File: src/rtl/hc_pkg.sv
package hc_pkg;
  localparam int WORD_W   = 32;
  localparam int N_WORDS  = 6;
  localparam int BLK_WORDS = 16;
  localparam int BLK_W    = WORD_W * BLK_WORDS;
  localparam int DIG_W    = WORD_W * N_WORDS;
  localparam int N_STEPS  = 64;
  localparam int STEP_W   = $clog2(N_STEPS);

  typedef logic [WORD_W-1:0] word_t;
  // element 0 is word A and sits in the most significant bits
  typedef logic [0:N_WORDS-1][WORD_W-1:0] hstate_t;

  localparam hstate_t INIT_VAL = {32'h67452301, 32'hEFCDAB89, 32'h98BADCFE,
                                  32'h10325476, 32'hC3D2E1F0, 32'h40385172};

  localparam word_t ADD_TAB [N_STEPS] = '{
    32'hd76aa478, 32'he8c7b756, 32'h242070db, 32'hc1bdceee,
    32'hf57c0faf, 32'h4787c62a, 32'ha8304613, 32'hfd469501,
    32'h698098d8, 32'h8b44f7af, 32'hffff5bb1, 32'h895cd7be,
    32'h6b901122, 32'hfd987193, 32'ha679438e, 32'h49b40821,
    32'hf61e2562, 32'hc040b340, 32'h265e5a51, 32'he9b6c7aa,
    32'hd62f105d, 32'h02441453, 32'hd8a1e681, 32'he7d3fbc8,
    32'h21e1cde6, 32'hc33707d6, 32'hf4d50d87, 32'h455a14ed,
    32'ha9e3e905, 32'hfcefa3f8, 32'h676f02d9, 32'h8d2a4c8a,
    32'hfffa3942, 32'h8771f681, 32'h6d9d6122, 32'hfde5380c,
    32'ha4beea44, 32'h4bdecfa9, 32'hf6bb4b60, 32'hbebfbc70,
    32'h289b7ec6, 32'heaa127fa, 32'hd4ef3085, 32'h04881d05,
    32'hd9d4d039, 32'he6db99e5, 32'h1fa27cf8, 32'hc4ac5665,
    32'hf4292244, 32'h432aff97, 32'hab9423a7, 32'hfc93a039,
    32'h655b59c3, 32'h8f0ccc92, 32'hffeff47d, 32'h85845dd1,
    32'h6fa87e4f, 32'hfe2ce6e0, 32'ha3014314, 32'h4e0811a1,
    32'hf7537e82, 32'hbd3af235, 32'h2ad7d2bb, 32'heb86d391
  };

  localparam word_t RND_K [4] = '{32'h5A827999, 32'h6ED9EBA1,
                                  32'h8F1BBCDC, 32'hCA62C1D6};

  function automatic word_t rotl(input word_t x, input logic [4:0] n);
    logic [2*WORD_W-1:0] tmp;
    tmp = {x, x} << n;
    return tmp[2*WORD_W-1:WORD_W];
  endfunction

  function automatic logic [4:0] rot_amt(input logic [1:0] rnd, input logic [1:0] pos);
    logic [4:0] r;
    unique case ({rnd, pos})
      4'h0: r = 5'd7;  4'h1: r = 5'd12; 4'h2: r = 5'd17; 4'h3: r = 5'd22;
      4'h4: r = 5'd5;  4'h5: r = 5'd9;  4'h6: r = 5'd14; 4'h7: r = 5'd20;
      4'h8: r = 5'd4;  4'h9: r = 5'd11; 4'hA: r = 5'd16; 4'hB: r = 5'd23;
      4'hC: r = 5'd6;  4'hD: r = 5'd10; 4'hE: r = 5'd15; default: r = 5'd21;
    endcase
    return r;
  endfunction
endpackage

File: src/rtl/hc_sched.sv
module hc_sched
  import hc_pkg::*;
(
  input  logic             clk,
  input  logic             rst,
  input  logic             load,
  input  logic             adv,
  input  logic [BLK_W-1:0] blk,
  output word_t            w_cur
);
  word_t win [BLK_WORDS];
  word_t nxt_word;

  // window holds W(t)..W(t+15); next entry is W(t+16)
  assign nxt_word = win[13] ^ win[8] ^ win[2] ^ win[0];
  assign w_cur    = win[0];

  for (genvar i = 0; i < BLK_WORDS; i++) begin : g_win
    always_ff @(posedge clk) begin
      if (rst) begin
        win[i] <= '0;
      end else if (load) begin
        win[i] <= blk[BLK_W-1-WORD_W*i -: WORD_W];
      end else if (adv) begin
        if (i == BLK_WORDS-1) win[i] <= nxt_word;
        else                  win[i] <= win[i+1];
      end
    end
  end
endmodule

File: src/rtl/hc_step.sv
module hc_step
  import hc_pkg::*;
(
  input  hstate_t           cur,
  input  word_t             w,
  input  logic [STEP_W-1:0] t,
  output hstate_t           nxt
);
  logic [1:0] rnd;
  word_t a, b, c, d, e, f;
  word_t fv, tsum, a1, b1, c1, d1, e1, f1, pv, mix;

  assign rnd = t[STEP_W-1 -: 2];
  assign {a, b, c, d, e, f} = cur;

  // stage one
  always_comb begin
    unique case (rnd)
      2'd0:    fv = (b & c) | (~b & d);
      2'd2:    fv = (b & c) | (b & d) | (c & d);
      default: fv = b ^ c ^ d;
    endcase
    tsum = rotl(a, 5'd2) + fv + e + RND_K[rnd] + w;
    a1 = tsum + f;
    b1 = rotl(a, 5'd5);
    c1 = rotl(b, 5'd15);
    d1 = c;
    e1 = d;
    f1 = tsum;
  end

  // stage two on the stage-one results
  always_comb begin
    unique case (rnd)
      2'd0:    pv = (b1 & c1) | (~b1 & d1);
      2'd1:    pv = (d1 & b1) | (~d1 & c1);
      2'd2:    pv = b1 & c1 & d1;
      default: pv = c1 & (b1 | ~d1);
    endcase
    mix = rotl(a1 + pv + w + ADD_TAB[t], rot_amt(rnd, t[1:0]));
    nxt = {f1, b1 + mix, b1, c1, d1, e1};
  end
endmodule

File: src/rtl/hc192_core.sv
module hc192_core
  import hc_pkg::*;
(
  input  logic             clk,
  input  logic             rst,
  input  logic             start_i,
  input  logic             first_i,
  input  logic [511:0]     block_i,
  output logic [191:0]     digest_o,
  output logic             done_o
);
  logic              busy_q, done_q, accept;
  logic [STEP_W-1:0] step_q;
  hstate_t           work_q, chain_q, step_nx, chain_sum;
  word_t             w_cur;

  assign accept = start_i && !busy_q;

  hc_sched u_sched (
    .clk  (clk),
    .rst  (rst),
    .load (accept),
    .adv  (busy_q),
    .blk  (block_i),
    .w_cur(w_cur)
  );

  hc_step u_step (
    .cur(work_q),
    .w  (w_cur),
    .t  (step_q),
    .nxt(step_nx)
  );

  for (genvar i = 0; i < N_WORDS; i++) begin : g_add
    assign chain_sum[i] = chain_q[i] + step_nx[i];
  end

  always_ff @(posedge clk) begin
    if (rst) begin
      busy_q  <= 1'b0;
      done_q  <= 1'b0;
      step_q  <= '0;
      work_q  <= '0;
      chain_q <= INIT_VAL;
    end else if (accept) begin
      busy_q <= 1'b1;
      done_q <= 1'b0;
      step_q <= '0;
      if (first_i) begin
        chain_q <= INIT_VAL;
        work_q  <= INIT_VAL;
      end else begin
        work_q  <= chain_q;
      end
    end else if (busy_q) begin
      work_q <= step_nx;
      step_q <= step_q + 1'b1;
      if (step_q == STEP_W'(N_STEPS-1)) begin
        busy_q  <= 1'b0;
        done_q  <= 1'b1;
        chain_q <= chain_sum;
      end
    end
  end

  assign digest_o = chain_q;
  assign done_o   = done_q;
endmodule

File: config.mk
export PLATFORM = sky130hd
export DESIGN_NAME = hc192_core
export DESIGN_NICKNAME = d
export VERILOG_FILES = /design/src/rtl/hc_pkg.sv /design/src/rtl/hc_sched.sv /design/src/rtl/hc_step.sv /design/src/rtl/hc192_core.sv
export SDC_FILE = /design/constraint.sdc
export NUM_CORES = 2
export LEC_CHECK = 0
export BUFFER_PORTS_ARGS = -buffer_cell sky130_fd_sc_hd__buf_4
export CAP_MARGIN = 20
export CELL_PAD_IN_SITES_DETAIL_PLACEMENT = 0
export CELL_PAD_IN_SITES_GLOBAL_PLACEMENT = 2
export CORE_AREA = 10 10 408 410
export DETAILED_ROUTE_END_ITERATION = 6
export DIE_AREA = 0 0 418 420
export PLACE_DENSITY = 0.83
export SYNTH_ARGS = -nofsm -noshare
export SYNTH_HDL_FRONTEND = slang
export SYNTH_SLANG_ARGS = --single-unit
File: constraint.sdc
create_clock -name clk -period 40.6 [get_ports clk]
set_input_delay 2.03 -clock clk [delete_from_list [all_inputs] [get_ports clk]]
set_output_delay 2.03 -clock clk [all_outputs]
set_load 0.05 [all_outputs]
Word-level counts from Yosys, hierarchy flattened
Memory sizes are Yosys's and may differ from the RTL's. A register that Yosys moved wholly into a read port is not among the register bits.
Index checks and enable logic that the tools add are counted.
W data, S select, Z words.
- $add $sub $neg: 16
- magnitude comparators: 2
- equal/unequal tests: 3
- shift-type cells: 1
- multiplexer cells: 59
- bitwise gates (word level): 58
- reduce and logical (&&, ||, !) cells: 8
- operators with widths (cell ; number):
    $mux W192 ; 6
    $mux W32 ; 36
    $add A32 B32 Y32 ; 15
    $and A32 B32 Y32 ; 10
    $or A32 B32 Y32 ; 6
    $xor A32 B32 Y32 ; 5
    $not A32 Y32 ; 3
    $pmux W32 S3 ; 1
    $bmux W32 S2 ; 1
    $pmux W32 S2 ; 1
    $shl A64 B5 Y64 ; 1
    $or A1 B1 Y1 ; 32
    $mux W1 ; 12
    $mux W4 ; 2
    $ge A7 B7 Y1 const B ; 1
    $not A6 Y7 ; 1
    $add A6 B1 Y6 const B ; 1
    $eq A6 B6 Y1 const B ; 1
    $reduce_and A2 Y1 ; 2
    $reduce_bool A2 Y1 ; 2
    $ge A3 B3 Y1 const B ; 1
    $not A2 Y3 ; 1
    $eq A2 B1 Y1 const B ; 1
    $eq A2 B2 Y1 const B ; 1
    4 further kinds ; 4
- bits in registers: 392
- memory bits (writable): 512
- memory bits (read-only): 2128
- bits of input ports: 516
- output and inout port bits: 193
- logic and storage cells: 165
- memories kept: 3
- memory list (name ; words ; bits a word ; read ports ; clocked after Yosys merged registers in ; wr ports ; line ; text):
    (name not given) ; 64 ; 32 ; 1 ; 0 ; 0 ; hc_step.sv:40 ; mix = rotl(a1 + pv + w + ADD_TAB[t], rot_amt(rnd, t[1:0]));
    u_sched.win ; 16 ; 32 ; 16 ; 0 ; 16 ; hc_sched.sv:11 ; word_t win [BLK_WORDS];
    (name not given) ; 16 ; 5 ; 1 ; 1 ; 0 ; hc_pkg.sv:47 ; unique case ({rnd, pos})

Longest topological paths before layout
- word-level depth: 18
- gate-level depth with buffers: 69

By module
Synthesis repeated with hierarchy kept, for this count alone.
- cells, all modules: 7148
- area, all modules: 65655.5 um2
- by module, submodules not included (module ; times used ; cells each ; area an instance (um2) ; seq. area each (um2)):
    hc192_core ; 1 ; 3343 ; 25170.4 ; 7847.5
    hc_sched ; 1 ; 1270 ; 21994.8 ; 15374.7
    hc_step ; 1 ; 2535 ; 18490.2 ; 0.0

Least setup slack after synthesis
Ideal clock, no wire load.
- kind: input to register
- start: input start_i
- end: memory u_sched.win[0][0] in the netlist's numbering (enable)
- arrival time: 10637 ps
- data required time: 37137 ps
- path slack: 26500 ps
- stages on the path: 5
- path buffers: 3
- cell sequence: clkbuf_1 > inv_1 > clkbuf_1 > clkbuf_1 > nand2_1
- RTL lines (element ; line ; text):
    start: declaration ; hc192_core.sv:6 ; input logic start_i,
    end: declaration ; hc_sched.sv:11 ;

Worst setup path after layout
- start: register step_q[5]
- end: register chain_q (netlist bit digest_o[157])
- longest elaborated chain between the ends: 16
- elaborated cells on any way between the ends: 30
- those cells by class: 10 x add/sub; 3 x eq/ne; 1 x shift; 10 x mux; 2 x bitwise; 3 x reduce/logical; 1 x memory
- ends and longest elaborated chain (element ; line ; text):
    start: declaration ; hc192_core.sv:13 ; logic [STEP_W-1:0] step_q;
    start signal: assignment ; hc192_core.sv:58 ; step_q <= step_q + 1'b1;
    $eq A2 B2 Y1 (tied with other cells) ; hc_step.sv:18, hc_step.sv:34 ;
    $pmux W32 S2 or $bmux W32 S2 (tied branches) ; hc_step.sv:18, hc_step.sv:23 ;
    $add A32 B32 Y32 or $mux W32 (tied branches) (2 in series) ; hc_step.sv:23 ; tsum = rotl(a, 5'd2) + fv + e + RND_K[rnd] + w;
    $add A32 B32 Y32 (2 in series) ; hc_step.sv:23 ;
    $add A32 B32 Y32 ; hc_step.sv:24 ; a1 = tsum + f;
    $add A32 B32 Y32 (3 in series) ; hc_step.sv:40 ;
    $shl A64 B5 Y64 ; hc_pkg.sv:41 ; tmp = {x, x} << n;
    $add A32 B32 Y32 ; hc_step.sv:41 ; nxt = {f1, b1 + mix, b1, c1, d1, e1};
    $add A32 B32 Y32 ; hc192_core.sv:36 ; assign chain_sum[i] = chain_q[i] + step_nx[i];
    $mux W192 ; hc192_core.sv:59 ; if (step_q == STEP_W'(N_STEPS-1)) begin
    $mux W192 ; hc192_core.sv:56 ; end else if (busy_q) begin
    $mux W192 ; hc192_core.sv:46 ; end else if (accept) begin
    end signal: assignment ; hc192_core.sv:62 ; chain_q <= chain_sum;
    end: declaration ; hc192_core.sv:14 ; hstate_t work_q, chain_q, step_nx, chain_sum;
Several ways; a longest one is shown, not always the timed one. The select of a mux whose other input is x is not followed.
A chain may end at the register's enable or synchronous reset.

==> run metrics <==
post-detailed-route count of antenna-violating nets=0; sequential fraction of the synthesis area=0.372; Top-Level Pins=709; setup repair after global routing missed its margin=false; Die Wd=418 um; number of gates resized after CTS=0; final setup vio count=0; global-route congestion overflow total=0; area leader, netlist=edfxtp_1; Total Nets Final=approximately 8,400; Tot GR Track Use=0.353; arrival time of data at the critical path endpoint=~16 ns; Netlist Area Pre-Place=62,700 um^2; headroom to the max-slew limit=0.180; synthesis-to-finish area growth=17.8%; synthesized instance count=6,792; post-synthesis async set-or-reset flop share=0; fin cells=approximately 9,500; worst slack after detailed placement=25.51 ns; kind of launch point of the worst setup path=flip-flop; number of clock sinks seen by CTS=909; CP required=approximately 40 ns; fin crit period=between 15 and 20 ns; Placed Cells incl. Taps=~9,300; crit end category=flip-flop; initial antenna violation count=39; DR iter-0 viols=approximately 6,500; setup bufs post-CTS=0; final count of pins violating max slew=0; proportion of netlist area held by the largest area contributor=0.245; Detail Placement HPWL=about 250,000 um; DRT Wirelength=322,000 um; worst hold path type=reg2reg; first-pass iteration count of the detailed router=6; via count of the first global-routing pass=about 56,000; outcome=finished clean; peak fanout along the critical path=50; die footprint=about 180,000 um^2; number of library cell types mapped by synthesis=92; y dimension of the die=roughly 420 um; clock tree from TritonCTS=built; number of buffers on the longest clock path=3; Clock Pin Slew Worst Setup and Hold Paths=0.06 ns; max-cap viol count=0; Port Buffers=between 700 and 800; kind of critical path=reg2reg; DRC violations left=0; number of buffers created by CTS=about 110; final standard cell utilization of the core=0.468; slew at the pin with the worst max-slew slack=~1.2 ns; pin count of the biggest net entering global routing=roughly 210; final sum of negative setup slack=0 ns; count of hold-fix buffers inserted at cts=0; number of levels the H-tree was split into=3; vias per inst=a little over 6; fin crit share=0.383; Post-Syn Area per Cell=a little over 9 um^2; standard-cell rows=~150; count of flip-flops with a built-in enable after synthesis=slightly above 500; via count of the routed design=between 50,000 and 60,000; YS warnings=0; dominant register cell in the synthesized netlist=edfxtp_1; top cells by area in the synthesized netlist=edfxtp_1 (25%), dfxtp_1 (13%), fa_1 (7.1%), a22o_1 (6.8%), ha_1 (6.5%); initial core utilization=0.397; Critical Path Max Stage Delay=0.61 ns; count of filler cells inserted in the layout=~15,000; latest clock arrival within the worst-skew pair=0.79 ns; core outline area=about 160,000 um^2; Most common cell on crit path=o21ai_0; number of buffers and inverters on the critical path=6; hold violation count in the final report=0; wire length per cell after detailed routing=34.0 um; setup clock skew after layout=0.0588 ns; number of register bits inferred by synthesis=about 910; cell family contributing the most delay on the critical path=compound AO/OA/AOI/OAI gates; Post-Synthesis Net Count=between 7,000 and 8,000; RePlAce Congestion=between 1 and 1.5; FMAX=roughly 64 MHz; wire length of the first global-routing pass=roughly 440,000 um; PnR worst setup slack=between 20 and 30 ns; fraction of layout instances using a drive strength above 1=0.154; cell with the largest stage delay on the worst path=fa_1; buffer cell driving the clock tree root=clkbuf_16
[synthesized netlist by cell type, drive strengths merged (139+ instances only)]
cell type and instances:
nand3 193, a22o 487, xnor2 231, inv 417, o21ai 321, nor3 139
edfxtp 512, dfxtp 397, ha 326, a21oi 671, nand2 413, nor2 736
fa 222, clkbuf 396
[final timing paths]
| path | startpoint | end | slack, ns | cells after the start |
|---|---|---|---|---|
| worst max-delay path | step_q[5] | digest_o[157] | 25.07 | 61 |
| worst min register to register | done_o | done_o | 0.49 | 2 |
| worst max register to register | step_q[5] | digest_o[157] | 25.07 | 61 |
| worst min-delay path | done_o | done_o | 0.49 | 2 |
[tightest hold or removal path, delay by kind of cell, from the launching register on]
family           cells  cell delay [ns]
flip-flops           1             0.34
AND/OR/NAND/NOR      2             0.12
[cell usage in the layout, fill, tap and decap left out, types with 126 or more instances in the layout]
cell,n
fa_1,222
nor3_1,137
o21ai_0,299
a21o_1,126
nand3_1,192
a22o_1,487
ha_1,324
nand2_1,410
buf_4,846
a21oi_1,668
xnor2_1,230
a211oi_1,127
inv_1,406
dfxtp_1,392
edfxtp_1,512
nor2_1,730
[area by class of cell]
class	count	area, um^2	share of cell area
clock buffers	137	2880	0.0390
inverters	421	1580	0.0214
repair buffers	857	6540	0.0885
flip-flops and latches	909	23300	0.316
clock inverters	57	718	0.00972
well taps	2072	2590	0.0351
multi-input cells	5010	36200	0.490
diodes	15	37.5	0.000508
[registers in the layout, indices dropped and copies added (netlist names), named ones only]
register	cells
step_q	6
digest_o	192
busy_q	1
u_sched.win	512
done_o	1
work_q	192
[kinds of logic (layout without fill, tap and decap cells)]
family,after synthesis,after routing,synth area share
other cells,0,15,0
buf+inv,873,1472,0.0524
xor+xnor,347,347,0.0489
compound gates,2246,2246,0.243
flops,909,909,0.372
mux,141,141,0.0268
simple gates,1727,1727,0.121
fa+ha+maj,549,549,0.136
[metrics by stage]
| step | hold slack [ns] | instance area (um^2) |
|---|---|---|
| floorplan | 0.476 | 62700 |
| global placement | 0.464 | 70200 |
| detailed placement | 0.486 | 70200 |
| CTS | 0.504 | 73800 |
| global route | 0.528 | 73900 |
| finish | 0.491 | 73900 |
[per-layer routing]
layer	track usage	up-vias	share of wire
li1	-	25800	-
met1	0.410	29000	0.37
met2	0.578	2722	0.46
met3	0.0865	696	0.086
met4	0.232	36	0.080
met5	0	-	0.00075
Power is not shown: default switching activity piles up to over one toggle a cycle in this logic, so the estimate is an artifact.
